<file path="src/rtl/tlb_pkg.sv">
package tlb_pkg;
  localparam int WORD_W   = 32;
  localparam int OWNER_W  = 8;
  localparam int PN_LSB   = 10;
  localparam int VALID_B  = 6;
  localparam int SZ_LSB   = 7;
  localparam int SZ_W     = 3;
  localparam int ZONE_LSB = 4;
  localparam int ZONE_W   = 4;
  localparam int MISS_B   = 31;

  typedef enum logic [2:0] {
    RA_DATA   = 3'd0,
    RA_TAG    = 3'd1,
    RA_PID    = 3'd2,
    RA_ZONE   = 3'd3,
    RA_INDEX  = 3'd4,
    RA_SEARCH = 3'd5
  } reg_addr_e;

  function automatic logic [WORD_W-1:0] page_mask(input logic [SZ_W-1:0] sz);
    return {WORD_W{1'b1}} << (PN_LSB + 2 * int'(sz));
  endfunction
endpackage

</file>
<file path="src/rtl/tlb_store.sv">
module tlb_store
  import tlb_pkg::*;
#(
  parameter int ENTRIES = 16,
  parameter int IDX_W   = 4
) (
  input  logic               clk_i,
  input  logic               rst_ni,
  input  logic [IDX_W-1:0]   sel_i,
  input  logic               tag_we_i,
  input  logic               data_we_i,
  input  logic [WORD_W-1:0]  wdata_i,
  input  logic [OWNER_W-1:0] owner_i,
  output logic [WORD_W-1:0]  sel_tag_o,
  output logic [WORD_W-1:0]  sel_data_o,
  output logic [OWNER_W-1:0] sel_owner_o,
  output logic [WORD_W-1:0]  tag_o   [ENTRIES],
  output logic [WORD_W-1:0]  data_o  [ENTRIES],
  output logic [OWNER_W-1:0] owner_o [ENTRIES]
);
  for (genvar g = 0; g < ENTRIES; g++) begin : g_ent
    logic hit_sel;
    assign hit_sel = (sel_i == IDX_W'(g));
    always_ff @(posedge clk_i or negedge rst_ni) begin
      if (!rst_ni) begin
        tag_o[g]   <= '0;
        data_o[g]  <= '0;
        owner_o[g] <= '0;
      end else begin
        if (tag_we_i && hit_sel) begin
          tag_o[g]   <= wdata_i;
          owner_o[g] <= owner_i;
        end
        if (data_we_i && hit_sel) data_o[g] <= wdata_i;
      end
    end
  end

  assign sel_tag_o   = tag_o[sel_i];
  assign sel_data_o  = data_o[sel_i];
  assign sel_owner_o = owner_o[sel_i];

  p_one_window_r3: assert property (@(posedge clk_i) disable iff (!rst_ni)
    !(tag_we_i && data_we_i));
endmodule

</file>
<file path="src/rtl/tlb_search.sv">
module tlb_search
  import tlb_pkg::*;
#(
  parameter int ENTRIES   = 16,
  parameter int IDX_W     = 4,
  parameter int NUM_ZONES = 16
) (
  input  logic [WORD_W-1:0]  va_i,
  input  logic [OWNER_W-1:0] pid_i,
  input  logic [WORD_W-1:0]  zone_word_i,
  input  logic               user_i,
  input  logic [WORD_W-1:0]  tag_i   [ENTRIES],
  input  logic [WORD_W-1:0]  data_i  [ENTRIES],
  input  logic [OWNER_W-1:0] owner_i [ENTRIES],
  output logic               hit_o,
  output logic [IDX_W-1:0]   idx_o
);
  localparam bit ZONES_FULL = NUM_ZONES >= (1 << ZONE_W);

  logic [ENTRIES-1:0] match;

  for (genvar g = 0; g < ENTRIES; g++) begin : g_cmp
    logic [WORD_W-1:0] msk;
    logic [ZONE_W-1:0] zsel;
    logic [4:0]        zbit;
    logic [1:0]        zcode;
    logic              pg_ok, own_ok, zone_ok;

    assign msk    = page_mask(tag_i[g][SZ_LSB +: SZ_W]);
    assign zsel   = data_i[g][ZONE_LSB +: ZONE_W];
    assign zbit   = 5'd31 - {zsel, 1'b0};
    // zones past the configured count fall back to plain checked access
    assign zcode  = (!ZONES_FULL && (32'(zsel) >= NUM_ZONES)) ? 2'd1
                                                             : zone_word_i[zbit -: 2];
    assign pg_ok  = ((va_i ^ tag_i[g]) & msk) == '0;
    assign own_ok = (owner_i[g] == '0) || (owner_i[g] == pid_i);
    assign zone_ok = !(zcode == 2'd0 && user_i);
    assign match[g] = tag_i[g][VALID_B] && pg_ok && own_ok && zone_ok;
  end

  always_comb begin
    hit_o = 1'b0;
    idx_o = '0;
    for (int i = ENTRIES - 1; i >= 0; i--) begin
      if (match[i]) begin
        hit_o = 1'b1;
        idx_o = IDX_W'(i);
      end
    end
  end
endmodule

</file>
<file path="src/rtl/tlb_pid_walk.sv">
module tlb_pid_walk
  import tlb_pkg::*;
#(
  parameter int ENTRIES = 16,
  parameter int IDX_W   = 4
) (
  input  logic               clk_i,
  input  logic               rst_ni,
  input  logic               start_i,
  input  logic [OWNER_W-1:0] old_pid_i,
  input  logic [WORD_W-1:0]  tag_i   [ENTRIES],
  input  logic [OWNER_W-1:0] owner_i [ENTRIES],
  output logic               busy_o,
  output logic               hit_o,
  output logic [IDX_W-1:0]   hit_idx_o
);
  logic               act_q;
  logic [IDX_W-1:0]   cnt_q;
  logic [OWNER_W-1:0] pid_q;

  always_ff @(posedge clk_i or negedge rst_ni) begin
    if (!rst_ni) begin
      act_q <= 1'b0;
      cnt_q <= '0;
      pid_q <= '0;
    end else if (start_i) begin
      act_q <= 1'b1;
      cnt_q <= '0;
      pid_q <= old_pid_i;
    end else if (act_q) begin
      if (cnt_q == IDX_W'(ENTRIES - 1)) act_q <= 1'b0;
      cnt_q <= cnt_q + 1'b1;
    end
  end

  assign busy_o    = act_q;
  assign hit_idx_o = cnt_q;
  assign hit_o     = act_q && tag_i[cnt_q][VALID_B] &&
                     (owner_i[cnt_q] != '0) && (owner_i[cnt_q] == pid_q);

  p_start_when_idle_r13: assert property (@(posedge clk_i) disable iff (!rst_ni)
    start_i |-> !act_q);
  p_walk_starts_at_zero_r10: assert property (@(posedge clk_i) disable iff (!rst_ni)
    start_i |=> act_q && cnt_q == '0);
endmodule

</file>
<file path="src/rtl/tlb_reg_if.sv">
module tlb_reg_if
  import tlb_pkg::*;
#(
  parameter int MMU_LEVEL  = 3,
  parameter int TLB_ACCESS = 3,
  parameter int ENTRIES    = 16,
  parameter int NUM_ZONES  = 16
) (
  input  logic        clk_i,
  input  logic        rst_ni,
  input  logic        req_i,
  input  logic        we_i,
  input  logic [2:0]  addr_i,
  input  logic [31:0] wdata_i,
  input  logic        user_i,
  output logic [31:0] rdata_o,
  output logic        rvalid_o,
  output logic        busy_o,
  output logic        inval_o,
  output logic [7:0]  inval_idx_o,
  output logic        flush_all_o
);
  localparam int IDX_W   = (ENTRIES > 1) ? $clog2(ENTRIES) : 1;
  localparam bit BASE_OK = (MMU_LEVEL >= 2) && (TLB_ACCESS != 0);
  localparam bit RD_OK   = BASE_OK && ((TLB_ACCESS % 2) == 1);
  localparam bit WR_OK   = BASE_OK && (TLB_ACCESS > 1);
  localparam logic [WORD_W-1:0] PN_MASK = {{(WORD_W-PN_LSB){1'b1}}, {PN_LSB{1'b0}}};

  logic [WORD_W-1:0] idx_q, pid_q, zone_q, srch_va_q;
  logic              srch_pend_q;

  logic [WORD_W-1:0]  tag_a   [ENTRIES];
  logic [WORD_W-1:0]  data_a  [ENTRIES];
  logic [OWNER_W-1:0] owner_a [ENTRIES];
  logic [WORD_W-1:0]  sel_tag, sel_data;
  logic [OWNER_W-1:0] sel_owner;
  logic [IDX_W-1:0]   sel;

  logic s_hit, w_busy, w_hit;
  logic [IDX_W-1:0] s_idx, w_idx;

  logic accept, acc, wr, rd;
  logic tag_we, data_we, idx_we, pid_chg, zone_we, srch_we, tag_rd;
  reg_addr_e ra;

  assign ra     = reg_addr_e'(addr_i);
  assign busy_o = srch_pend_q | w_busy;
  assign accept = req_i && !busy_o;
  assign acc    = accept && BASE_OK;
  assign wr     = acc && we_i;
  assign rd     = acc && !we_i;
  assign sel    = idx_q[IDX_W-1:0];

  assign tag_we  = wr && ra == RA_TAG;
  assign data_we = wr && ra == RA_DATA;
  assign idx_we  = wr && ra == RA_INDEX;
  assign pid_chg = wr && WR_OK && ra == RA_PID && wdata_i != pid_q;
  assign zone_we = wr && WR_OK && ra == RA_ZONE;
  assign srch_we = wr && WR_OK && ra == RA_SEARCH;
  assign tag_rd  = rd && RD_OK && ra == RA_TAG;

  tlb_store #(.ENTRIES(ENTRIES), .IDX_W(IDX_W)) i_store (
    .clk_i       (clk_i),
    .rst_ni      (rst_ni),
    .sel_i       (sel),
    .tag_we_i    (tag_we),
    .data_we_i   (data_we),
    .wdata_i     (wdata_i),
    .owner_i     (pid_q[OWNER_W-1:0]),
    .sel_tag_o   (sel_tag),
    .sel_data_o  (sel_data),
    .sel_owner_o (sel_owner),
    .tag_o       (tag_a),
    .data_o      (data_a),
    .owner_o     (owner_a)
  );

  tlb_search #(.ENTRIES(ENTRIES), .IDX_W(IDX_W), .NUM_ZONES(NUM_ZONES)) i_search (
    .va_i        (srch_va_q),
    .pid_i       (pid_q[OWNER_W-1:0]),
    .zone_word_i (zone_q),
    .user_i      (user_i),
    .tag_i       (tag_a),
    .data_i      (data_a),
    .owner_i     (owner_a),
    .hit_o       (s_hit),
    .idx_o       (s_idx)
  );

  tlb_pid_walk #(.ENTRIES(ENTRIES), .IDX_W(IDX_W)) i_walk (
    .clk_i     (clk_i),
    .rst_ni    (rst_ni),
    .start_i   (pid_chg),
    .old_pid_i (pid_q[OWNER_W-1:0]),
    .tag_i     (tag_a),
    .owner_i   (owner_a),
    .busy_o    (w_busy),
    .hit_o     (w_hit),
    .hit_idx_o (w_idx)
  );

  // architectural registers
  always_ff @(posedge clk_i or negedge rst_ni) begin
    if (!rst_ni) begin
      idx_q       <= '0;
      pid_q       <= '0;
      zone_q      <= '0;
      srch_va_q   <= '0;
      srch_pend_q <= 1'b0;
    end else begin
      srch_pend_q <= srch_we;
      if (srch_we) srch_va_q <= wdata_i & PN_MASK;
      if (idx_we) idx_q <= wdata_i;
      else if (srch_pend_q) begin
        if (s_hit) idx_q <= WORD_W'(s_idx);
        else       idx_q[MISS_B] <= 1'b1;
      end
      if (pid_chg)     pid_q <= wdata_i;
      else if (tag_rd) pid_q <= WORD_W'(sel_owner);
      if (zone_we) zone_q <= wdata_i;
    end
  end

  // read path and event pulses
  always_ff @(posedge clk_i or negedge rst_ni) begin
    if (!rst_ni) begin
      rdata_o     <= '0;
      rvalid_o    <= 1'b0;
      inval_o     <= 1'b0;
      inval_idx_o <= '0;
      flush_all_o <= 1'b0;
    end else begin
      rvalid_o <= accept;
      rdata_o  <= '0;
      if (rd) begin
        unique case (ra)
          RA_DATA:  rdata_o <= RD_OK ? sel_data : '0;
          RA_TAG:   rdata_o <= RD_OK ? sel_tag  : '0;
          RA_PID:   rdata_o <= RD_OK ? pid_q    : '0;
          RA_ZONE:  rdata_o <= RD_OK ? zone_q   : '0;
          RA_INDEX: rdata_o <= idx_q;
          default:  rdata_o <= '0;
        endcase
      end
      inval_o     <= (tag_we && sel_tag[VALID_B]) || w_hit;
      inval_idx_o <= w_hit ? 8'(w_idx) : 8'(sel);
      flush_all_o <= zone_we && (wdata_i != zone_q);
    end
  end

  p_busy_drops_req_r13: assert property (@(posedge clk_i) disable iff (!rst_ni)
    (req_i && busy_o) |=> !rvalid_o);
  p_read_latency_r2: assert property (@(posedge clk_i) disable iff (!rst_ni)
    (req_i && !busy_o && !we_i) |=> rvalid_o);
  p_search_one_cycle_r6: assert property (@(posedge clk_i) disable iff (!rst_ni)
    $rose(srch_pend_q) |=> !srch_pend_q);
  p_hit_loads_idx_r6: assert property (@(posedge clk_i) disable iff (!rst_ni)
    (srch_pend_q && s_hit) |=> idx_q == WORD_W'($past(s_idx)));
  p_miss_keeps_low_r7: assert property (@(posedge clk_i) disable iff (!rst_ni)
    (srch_pend_q && !s_hit) |=> idx_q[MISS_B] && idx_q[30:0] == $past(idx_q[30:0]));
  p_same_zone_no_flush_r9: assert property (@(posedge clk_i) disable iff (!rst_ni)
    (zone_we && wdata_i == zone_q) |=> !flush_all_o);
  p_no_overlap_r10: assert property (@(posedge clk_i) disable iff (!rst_ni)
    !(srch_pend_q && w_busy));
endmodule

</file>
<file path="config.mk">
export PLATFORM = sky130hd
export DESIGN_NAME = tlb_reg_if
export DESIGN_NICKNAME = d
export VERILOG_FILES = /design/src/rtl/tlb_pkg.sv /design/src/rtl/tlb_store.sv /design/src/rtl/tlb_search.sv /design/src/rtl/tlb_pid_walk.sv /design/src/rtl/tlb_reg_if.sv
export SDC_FILE = /design/constraint.sdc
export NUM_CORES = 2
export LEC_CHECK = 0
export CAP_MARGIN = 10
export CORE_MARGIN = 2
export CORE_UTILIZATION = 45
export DETAILED_ROUTE_END_ITERATION = 10
export GPL_TIMING_DRIVEN = 0
export PLACE_DENSITY = 0.67
export SETUP_SLACK_MARGIN = 0.05
export SYNTH_ARGS = -nofsm -noshare
export SYNTH_HDL_FRONTEND = slang
export SYNTH_SLANG_ARGS = --single-unit
</file>
<file path="constraint.sdc">
create_clock -name clk_i -period 5 [get_ports clk_i]
set_input_delay 1 -clock clk_i [delete_from_list [all_inputs] [get_ports clk_i]]
set_output_delay 1 -clock clk_i [all_outputs]
set_load 0.02 [all_outputs]
</file>
# After elaboration in Yosys (flattened, before gate mapping)
# Cells that the tools add are included.
classes:
  add_sub_neg: 33
  magnitude_cmp: 2
  n_eq_ne: 40
  shifts: 32
  mux: 61
  bitwise: 35
  n_reduce_logical: 203
ops:
  columns: ["cell", "count"]
  rows:
  - ["33-bit by 6-bit indexed part select with 2-bit output", 16]
  - ["32-bit AND", 16]
  - ["32-bit zero test", 16]
  - ["32-bit by 32-bit << shifter with 32-bit output (first input constant)", 16]
  - ["32-bit XOR", 16]
  - ["32-bit binary-select mux with 4-bit select", 3]
  - ["32-bit 2-to-1 mux", 9]
  - ["32-bit case mux with 5 select lines", 1]
  - ["8-bit == test", 17]
  - ["8-bit zero test", 16]
  - ["1-bit logical AND", 112]
  - ["4-bit by 4-bit adder with 5-bit output (first input constant)", 16]
  - ["5-bit subtractor (first input constant)", 16]
  - ["4-bit 2-to-1 mux", 19]
  - ["8-bit binary-select mux with 4-bit select", 2]
  - ["32-bit inequality test", 2]
  - ["4-bit == test (second input constant)", 9]
  - ["2-bit zero test", 16]
  - ["8-bit 2-to-1 mux", 4]
  - ["31-bit 2-to-1 mux", 1]
  - ["1-bit 2-to-1 mux", 20]
  - ["1-bit zero test", 18]
  - ["1-bit logical OR", 17]
  - ["4-bit by 3-bit == test with 1-bit output (second input constant)", 4]
  - ["15 further kinds", 24]
word_totals:
  reg_bits: 1323
  inputBits: 40
  word_cells: 468

# Depth between registers and ports, before layout
depth:
  ltp_word: 26
  mapped_depth: 13
  mapped_depth_nobuf: 13

# By module
# A second synthesis with hierarchy kept.
unflattened:
  hier_cells: 5642
  area_unflattened_um2: 73925.9
by_module_without_submodules:
  columns: ["mod", "instances", "cells_each", "area_per_inst_um2", "seq_area_each_um2"]
  rows:
  - ["tlb_store", 1, 3176, 51778.4, 28827.6]
  - ["tlb_search", 1, 1596, 12589.6, 0.0]
  - ["tlb_reg_if", 1, 716, 7704.9, 3953.8]
  - ["tlb_pid_walk", 1, 154, 1853.0, 325.3]

# Least setup slack after synthesis
# No wires, ideal clock.
synth_path:
  kind: "input to register"
  startpoint: "input addr_i[1]"
  endpoint: "register idx_q[2]"
  setup_ns: 0.128
  arrival_time_ns: 3.251
  t_required_ns: 4.872
  setup_slack_ns: 1.622
  stages: 11
  n_path_buf: 2
  path_cell_list: "clkbuf_1 -> nor3b_1 -> and2_1 -> buf_2 -> nor4_1 -> o211ai_1 -> o211ai_1 -> nand4_1 -> nand4bb_4 -> o32ai_4 -> mux2_1"
synth_via:
  elab_chain_len: 4
  word_cells_on_any_way: 6
synth_rtl:
  columns: ["item", "line", "rtl"]
  rows:
  - ["from (decl)", "tlb_reg_if.sv:13", "input logic [2:0] addr_i,"]
  - ["3-bit == test (*)", "tlb_reg_if.sv:56", "assign idx_we = wr && ra == RA_INDEX;"]
  - ["1-bit logical AND (*)", "tlb_reg_if.sv:56", null]
  - ["2-bit nonzero test (no line)", null, null]
  - ["2-bit AND reduction (no line)", null, null]
  - ["to (signal assigned)", "tlb_reg_if.sv:113", "if (idx_we) idx_q <= wdata_i;"]
  - ["to (signal assigned)", "tlb_reg_if.sv:115", "if (s_hit) idx_q <= WORD_W'(s_idx);"]
  - ["to (decl)", "tlb_reg_if.sv:29", "logic [WORD_W-1:0] idx_q, pid_q, zone_q, srch_va_q;"]
# Mark *: on every way between the ends. The rest lies on a longest branch, timed or not.
# A chain may end at the register's enable or synchronous reset.

# Worst setup path in the final report
layout_path:
  startpoint: "input wdata_i[22]"
  endpoint: "register pid_q[24]"
layout_via:
  elab_chain_len: 3
  word_cells_on_any_way: 4
layout_rtl:
  columns: ["item", "line", "rtl"]
  rows:
  - ["from (decl)", "tlb_reg_if.sv:14", "input logic [31:0] wdata_i,"]
  - ["32-bit inequality test (*)", "tlb_reg_if.sv:57", "assign pid_chg = wr && WR_OK && ra == RA_PID && wdata_i != pid_q;"]
  - ["1-bit logical AND (*)", "tlb_reg_if.sv:57", null]
  - ["32-bit 2-to-1 mux / 2-bit nonzero test (equally long branches)", null, null]
  - ["to (signal assigned)", "tlb_reg_if.sv:118", "if (pid_chg) pid_q <= wdata_i;"]
  - ["to (signal assigned)", "tlb_reg_if.sv:119", "else if (tag_rd) pid_q <= WORD_W'(sel_owner);"]
  - ["to (decl)", "tlb_reg_if.sv:29", null]
# Marks and branches as above.

==> summary.txt <==
Final layout
  • Filler cells: 13.6k
  • Proportion of layout cells with a drive suffix above 1: 35.0%
  • Register Area: 33100 sq um
  • Commonest non-fill, non-tap cells in the layout: dfrtp_1 (1322), mux2_2 (1092), mux4_2 (464), xnor2_1 (378), nand2_1 (344)
  • Synth-to-Final Area Change: 13.6%
  • Layout Cells excl Fill: 7994
  • Nets: 5898
  • Area taken by multi-input logic gates: ~36000 sq um
  • Commonest non-fill, non-tap cell in the layout: dfrtp_1

Critical path
  • Slowest cell on crit path: nor4_1
  • Critical Path RT: about 5600 ps
  • Crit-path cells: clkdlybuf4s50_1 > xnor2_1 > nand4_1 > nor4_1 > a2111oi_1 > clkdlybuf4s15_2 > clkbuf_1 > buf_2 > nand2_1 > o21ai_0
  • CP delay by family, top: simple AND/OR/NAND/NOR gates
  • Crit path largest cell delay: 1100 ps
  • Critical-path maximum fanout: 10
  • Worst path buffer plus inverter count: 4
  • Start point of the critical path: wdata_i[22]
  • Crit path DAT: roughly 5900 ps
  • Flop2flop setup slack: -150 ps
  • CP Launch Type: primary input
  • Critical path class: in2reg
  • Nature of the critical path endpoint: register
  • FF-to-FF Start: idx_q[0]

Clock tree
  • Clk slew on worst S/H paths: approximately 60 ps
  • Clock tree sinks: 1323
  • # H-tree levels: 4
  • Num CTS Buffers: 151
  • Clock tree buffer depth: 3
  • Post-CTS Hold Buffers: 0
  • CTS Root Buffer Type: clkbuf_16
  • Worst skew pair latency: 860 ps
  • CTS tree: done

Synthesis
  • Post-synth cell types: 89
  • Ys async rst share: 100%
  • Post-synth EDFFs: 0
  • Synthesized cell area: 71700 sq um
  • Seq cells post-synth: 1323
  • Prevailing post-synth register cell: dfrtp_1
  • Synth area leader: dfrtp_1
  • Syn Inst Count: 5492
  • Synthesis Warnings: 0
  • Avg Inst Size Synth: 13.1 sq um
  • Yosys top cell area share: a little under half
  • Post-synthesis sequential area ratio: 46.2%
  • Synth area leaders: dfrtp_1 (46%), mux2_2 (17%), mux4_2 (15%)

Pwr
  • NetSw: 0.0137 W
  • Comb power frac: between 30% and 40%
  • Switch share: ~39%
  • Sequential power share: 35.0%
  • Leak Pwr: around 37 nW
  • Pint: 0.0215 W
  • Clock Power Share: 32.5%
  • Peak supply drop: 0.361 mV
  • Power Density: about 430 nW/um^2

Global routing
  • Global-route wire length before repair: around 500000 um
  • Antenna violations before repair: 44
  • Largest net degree at the start of global routing: 185
  • Overflow after GRT: 0
  • GRT Overall Usage: 46.2%
  • Most Used Layer, Global Route: met2
  • Met3 usage: 15.5%
  • Met1 usage: approximately three fifths
  • M2 GR Usage: 65.9%
  • Vias in the first global route: 53.3k

Die
  • Chip Height: 403 um
  • Die area: about 160000 sq um
  • Core ar.: 158000 sq um
  • FP Rows: 146
  • I/O Pins: 84
  • Width of the die: 403 um
  • Initial core utilization: 45.3%

Drt
  • Final ANT Viol Nets: 0
  • Routed vias/inst: 6.90
  • WL final: between 300000 and 400000 um
  • DR WL/cell: 47.1 um
  • Via count: 55.1k
  • Drt drc: 0
  • Drt pass-1 iters: 5
  • Initial DRC Count: 7621

Run
  • Max cap viols: 1

Timing
  • Final count of negative-setup-slack endpoints: 120
  • Worst Tran Pin Value: 1490 ps
  • Slew Limit Fails: 0
  • RSZ-0062 raised after global routing: no
  • FMAX: 190 MHz
  • Hold slack: 108 ps
  • Final hold violation count: 0
  • Final min period: 5270 ps
  • Period utilisation layout: 105%
  • Max_slew headroom: less than 1%
  • Post-Route Skew: 45.4 ps
  • Fin worst setup slack: -273 ps

Place
  • IO Port Bufs: 69
  • Placed Instances: a little under 8k
  • DP HPWL: a little under 300000 um
  • GPL Wtd Cong: about 1.1

Run status
  • Failing checks: capacitance limit, setup timing
  • Status: complete, but fails checks

Worst hold path
  • Worst min path class: in2async
-- final cells by class --
type | instances | share of cell area (%)
multi-input cells | 3598 | 44.7
flip-flops and latches | 1323 | 40.7
clock buffers | 223 | 5.45
well taps | 2072 | 3.18
plain buffers | 489 | 2.55
repair buffers | 146 | 2.37
clock inverters | 45 | 0.714
inverters | 84 | 0.387
diodes | 14 | 0.0430
-- per-stage QoR --
| step | utilization [%] | worst slack, ps | power [W] | area, sq um | TNS [ps] |
|---|---|---|---|---|---|
| after floorplan | - | 1620 | 0.0179 | 71700 | 0 |
| after global placement | 47.4 | -58400 | 0.0233 | 75000 | - |
| after detailed placement | 48.2 | -680 | 0.0234 | 76300 | -93970 |
| after CTS | 51.4 | 121 | 0.0347 | 81400 | 0 |
| after global routing | 51.4 | 51.1 | 0.0358 | 81400 | 0 |
| final | 51.4 | -273 | 0.0352 | 81400 | -9030 |
-- power groups by stage --
stage | combinational (W) | sequential, W | clock [W]
after global placement | 0.0108 | 0.0125 | 0
after detailed placement | 0.0110 | 0.0124 | 0
after CTS | 0.0110 | 0.0123 | 0.0115
after global routing | 0.0115 | 0.0124 | 0.0119
after floorplan | 0.00593 | 0.0120 | 0
final | 0.0114 | 0.0123 | 0.0115
-- synth_stat cells, drive strengths merged, types with 7 or more instances --
cell type  number
inv            83
or2            11
mux2         1094
a22oi          43
nor3           32
nand4          84
nand2b          9
dfrtp        1323
and3            8
nor4           69
nor2          145
a31oi           7
nand3          31
o211ai         26
o31ai           7
o21ai         229
a21boi          9
o41ai          10
o22ai          10
ha             65
a22o           28
nand2         345
o2111ai        13
a2111oi        17
clkbuf        350
xnor2         378
a211oi         22
mux2i          42
xor2          176
buf           140
a21oi         137
mux4          464
-- metal layers --
| metal | routed length (um) | vias to the layer above |
|---|---|---|
| li1 | - | 20799 |
| met1 | 144000 | 29357 |
| met2 | 158000 | 3921 |
| met3 | 45100 | 1010 |
| met4 | 29600 | 38 |
| met5 | 276 | - |
-- logic make-up (layout without fill, tap and decap cells) --
family / count (synthesis) / in the layout / share of synthesized area [%]
compound gates: 613 / 613 / 5.41
xor+xnor: 554 / 554 / 6.76
fa+ha+maj: 66 / 66 / 1.15
buf+inv: 574 / 987 / 3.23
flops: 1323 / 1323 / 46.2
mux: 1600 / 1600 / 32.3
other cells: 1 / 18 / 0.00523
simple gates: 761 / 761 / 4.96
-- path summary, 6_finish.rpt --
path,cells after the start,endpoint
max in group asynchronous,4,zone_q[17]
hold / removal,1,i_store.data_o[58]
hold reg to reg,2,i_store.data_o[393]
setup reg to reg,8,i_store.data_o[189]
min in group clk_i,2,i_store.data_o[393]
setup / recovery,10,pid_q[24]
-- sequential cells by signal (all words and copies together) (netlist names) --
signal,count
i_store.data_o,512
i_store.tag_o,512
i_store.owner_o,128
idx_q,32
pid_q,32
rdata_o,32
zone_q,32
srch_va_q,22
i_walk.pid_q,8
i_walk.hit_idx_o,4
inval_idx_o,4
flush_all_o,1
i_walk.busy_o,1
inval_o,1
rvalid_o,1
srch_pend_q,1
-- timing repair --
item                       CTS  global route
pin swaps                    0             3
buffers inserted             0             1
setup endpoints to repair  120            37
gates resized for setup      6             4
Power figures use the tool's default switching activity.
